==> config.mk <==
export PLATFORM = sky130hd
export DESIGN_NAME = ir_edge_timer
export DESIGN_NICKNAME = d
export VERILOG_FILES = /design/src/rtl/ir_edge_timer.sv
export SDC_FILE = /design/constraint.sdc
export NUM_CORES = 1
export LEC_CHECK = 0
export BUFFER_PORTS_ARGS = -buffer_cell sky130_fd_sc_hd__buf_2
export CAP_MARGIN = 20
export CELL_PAD_IN_SITES_DETAIL_PLACEMENT = 0
export CELL_PAD_IN_SITES_GLOBAL_PLACEMENT = 2
export CORE_MARGIN = 2
export CORE_UTILIZATION = 32
export CTS_CLUSTER_SIZE = 12
export DETAILED_ROUTE_END_ITERATION = 10
export PLACE_DENSITY = 0.74
export SYNTH_ARGS = -nofsm -noshare
export SYNTH_HDL_FRONTEND = slang
export SYNTH_SLANG_ARGS = --single-unit
==> constraint.sdc <==
create_clock -name clk -period 2.6 [get_ports clk]
set_clock_uncertainty 0.15 [all_clocks]
set_input_delay 0.13 -clock clk [delete_from_list [all_inputs] [get_ports clk]]
set_output_delay 0.13 -clock clk [all_outputs]
set_load 0.05 [all_outputs]
==> src/rtl/ir_edge_timer.sv <==
module ir_edge_timer #(
  parameter int CNT_W  = 13,
  parameter int DIV_W  = 12,
  parameter int MODE_W = 4,
  parameter logic [MODE_W-1:0] RAW_MODE = 4'd2
) (
  input  logic              clk,
  input  logic              rst_n,
  input  logic              enable,
  input  logic [MODE_W-1:0] mode,
  input  logic [1:0]        edge_sel,
  input  logic [DIV_W-1:0]  tick_div,
  input  logic              ir_in,
  output logic [CNT_W-1:0]  interval,
  output logic              pulse,
  output logic              event_stb
);

  localparam logic [CNT_W-1:0] CNT_MAX = {CNT_W{1'b1}};

  logic             sync1, sync2, prev_lvl;
  logic [DIV_W-1:0] pre_cnt;
  logic [CNT_W-1:0] cnt;

  wire active   = enable && (mode == RAW_MODE);
  wire edge_any = sync2 ^ prev_lvl;
  wire is_rise  = sync2 & ~prev_lvl;
  wire tick     = (pre_cnt == tick_div);

  logic sel_hit;
  always_comb begin
    case (edge_sel)
      2'd1:    sel_hit = 1'b1;
      2'd2:    sel_hit = ~is_rise;
      2'd3:    sel_hit = is_rise;
      default: sel_hit = 1'b0;
    endcase
  end

  wire [CNT_W-1:0] cnt_inc = (cnt == CNT_MAX) ? cnt : cnt + 1'b1;
  wire [CNT_W-1:0] cnt_now = tick ? cnt_inc : cnt;
  wire             fire    = active && edge_any && sel_hit;

  always_ff @(posedge clk) begin
    if (!rst_n) begin
      sync1    <= 1'b0;
      sync2    <= 1'b0;
      prev_lvl <= 1'b0;
    end else begin
      sync1    <= ir_in;
      sync2    <= sync1;
      prev_lvl <= sync2;
    end
  end

  always_ff @(posedge clk) begin
    if (!rst_n || !active || edge_any) begin
      pre_cnt <= '0;
      cnt     <= '0;
    end else begin
      pre_cnt <= tick ? '0 : pre_cnt + 1'b1;
      cnt     <= cnt_now;
    end
  end

  always_ff @(posedge clk) begin
    if (!rst_n) begin
      interval  <= '0;
      pulse     <= 1'b0;
      event_stb <= 1'b0;
    end else begin
      event_stb <= fire;
      if (fire) begin
        interval <= cnt_now;
        pulse    <= prev_lvl;
      end
    end
  end

  assert_idle_quiet_R2: assert property (@(posedge clk) disable iff (!rst_n)
    !active |=> (!event_stb && cnt == '0));

  assert_tick_gate_R3: assert property (@(posedge clk) disable iff (!rst_n)
    (active && !edge_any && pre_cnt != tick_div) |=> $stable(cnt));

  assert_sel_zero_R4: assert property (@(posedge clk) disable iff (!rst_n)
    (edge_sel == 2'd0) |=> !event_stb);

  assert_restart_R6: assert property (@(posedge clk) disable iff (!rst_n)
    event_stb |-> (cnt == '0 && pre_cnt == '0));

  assert_no_wrap_R7: assert property (@(posedge clk) disable iff (!rst_n)
    (active && !edge_any && cnt == CNT_MAX) |=> (cnt == CNT_MAX));

  assert_hold_R8: assert property (@(posedge clk) disable iff (!rst_n)
    !event_stb |-> ($stable(interval) && $stable(pulse)));

endmodule

==> impl_results.md <==
* Most common cell after layout, fill and taps aside: dfxtp_1
* Initial core utilization at roughly a third
* Leak Pwr at ~0.77 nW
* Syn Area/Cell at ~8.9 um^2
* DR vias/cell at 4.92
* Prevailing post-synth register cell: dfxtp_1
* CTS tree: done
* Final hold vios at 0
* Required @ worst endpoint at 2.68 ns
* MaxCap Viol Count at 0
* Post-DRT Antenna Nets at 0
* P_sw at 245 uW
* Residual DRC count at 0
* Worst setup margin at about 0.39 ns
* Layout cell share with drive strength beyond 1 at 19.6%
* Kind of critical path: flop to flop
* Worst slew pin tran at between 0.4 and 0.5 ns
* Max-slew violations at 0
* Chip Width at 80.8 um
* Crit path DAT at ~2.3 ns
* Num rows at 27
* Net Sw Frac at 20.9%
* Status: complete, no violations
* Die area at 6530 um^2
* Syn_nets at 237
* Initial antenna violation count at 0
* Total power at 1.17 mW
* Detailed Route Iter0 Violations at 57
* Place WS at 0.387 ns
* CTS max path bufs at 2
* # fillers at 590
* Final HPWL DP at 3110 um
* Yosys cell types at 33
* FMAX at 452 MHz
* Setup bufs post-CTS at 0
* Unrepaired setup endpoints after global routing: false
* Post-Route Setup TNS at 0 ns
* Minimum clock period at 2.21 ns
* GP Congestion at 0.791
* Post-synth EDFFs at 0
* Vias at 1584
* Routed WL at 4260 um
* Synth warnings at 0
* Yosys reg bits at between 40 and 50
* Cells resized by post-CTS repair at 0
* Cell Int Power at ~930 uW
* Mapped Area at 1890 um^2
* Cells after Synth at 212
* Port bufs at 36
* Core ar. at between 5000 and 6000 um^2
* Power density cells at 522 nW/um^2
* Total track usage at 14.0%
* Async set-or-reset flop fraction in the synthesized netlist at 0%
* Final setup fails at 0
* # diodes at 0
* H-Tree Depth at 2
* Hold slack at roughly 0.087 ns
* Sequential share of power at 56.5%
* Endpoint class of the critical path: flop
* CTS sink cnt at 43
* TritonCTS Buffers at 5
* Combinational share of power at between 3 and 4%
* Critical Path Source Type: flop
* Most frequent cells in the layout: 43 x dfxtp_1, 36 x buf_2, 23 x o21ai_0
* Top-Level Pins at 37
* WL/cell at 13.2 um
* Peak fanout along the critical path at 7
* Nets at 274
* Vias in the first global route at 1495
* Area Overhead vs Synth at 19.0%
* VDD IR max at 0.210 mV
* Worst R2R Setup Slack at 0.39 ns
* Hold WC Path Type: primary input to flop
* Clk_lat worst skew at 0.29 ns
* CTS Hold Bufs at 1
* Clk pwr share at 39.7%
* GRT overflow at 0
* CTS root buf: clkbuf_8
* Clock slew at reported path FFs at around 0.080 ns
* Max-slew headroom at 70.4%
* Seq/Total Area, Yosys at 45.6%
* First-pass GRT wire length at ~7100 um
* Pre-Repair DR Iteration Count at 4
* Fin crit share at between 80% and 90%
* Final Util at 40.0%
* Die H at 80.8 um
* Pin count of the biggest net entering global routing at 28
## power groups by stage
stage	Sequential [mW]	Clock (mW)	Combinational, mW
3_5_place_dp	0.678	0	0.0451
5_1_grt	0.662	0.506	0.0498
4_1_cts	0.662	0.479	0.0460
6_report	0.662	0.466	0.0451
3_3_place_gp	0.678	0	0.0454
2_1_floorplan	0.680	0	0.0210
## path summary, 6_finish.rpt
path                          start                        to  cells past startpoint
hold reg to reg    sync1$_SDFF_PN0_          sync2$_SDFF_PN0_                      1
setup reg to reg  cnt[0]$_SDFF_PP0_  interval[9]$_SDFFE_PN0P_                      6
setup / recovery  cnt[0]$_SDFF_PP0_  interval[9]$_SDFFE_PN0P_                      6
hold / removal                rst_n  interval[2]$_SDFFE_PN0P_                      3
## logic make-up after synthesis
kind of cell / share of synthesized area, %
adder cells (fa/ha/maj): 1.99
multiplexers: 0.531
AO/OA/AOI/OAI: 14.5
AND/OR/NAND/NOR: 23.9
flip-flops: 45.6
XOR/XNOR: 11.1
buffers and inverters: 2.32
## area by class of cell
type	count	area (um^2)	area share [%]
Tap cell	72	90.1	4.01
Clock buffer	8	100	4.46
Sequential cell	43	861	38.3
Multi-Input combinational cell	158	982	43.7
Inverter	2	7.51	0.334
Timing Repair Buffer	39	205	9.14
## worst max-delay path, cell delays in order, from the launching register on
cell and delay [ns]:
dfxtp_1 0.35, ha_1 0.23, and4_1 0.26, and4_4 0.23, or4_1 0.42, or3_1 0.34
a31oi_1 0.16
## sequential cells by signal, indices dropped and copies added, names as in the netlist
name,flops
event_stb,1
interval,13
pulse,1
cnt,13
sync2,1
prev_lvl,1
sync1,1
pre_cnt,12
## routing by layer
metal	GRT usage [%]	wire length (um)	vias to the layer above
met5	0	0	-
met3	3.67	210	5
li1	-	-	839
met2	22.2	1830	33
met4	4.58	42	0
met1	18.8	2170	707
## synth_stat cells (3+ instances only)
library cell,number,area (um^2)
nand4_1,10,62.6
xnor2_1,19,166
o21ai_0,23,115
or3_1,9,56.3
ha_1,3,37.5
and2_1,6,37.5
dfxtp_1,43,861
a31oi_1,11,68.8
xor2_1,5,43.8
nor2_1,20,75.1
a21oi_1,13,65.1
nand2_1,11,41.3
clkbuf_1,7,26.3
and4_1,3,26.3
nand3_1,7,35.0
## metrics by stage
| stage | cell area (um^2) | cells |
|---|---|---|
| floorplan | 1890 | 212 |
| global placement | 2140 | 313 |
| detailed placement | 2140 | 313 |
| CTS | 2250 | 322 |
| global route | 2250 | 322 |
| finish | 2250 | 322 |
Power figures use the tool's default switching activity.
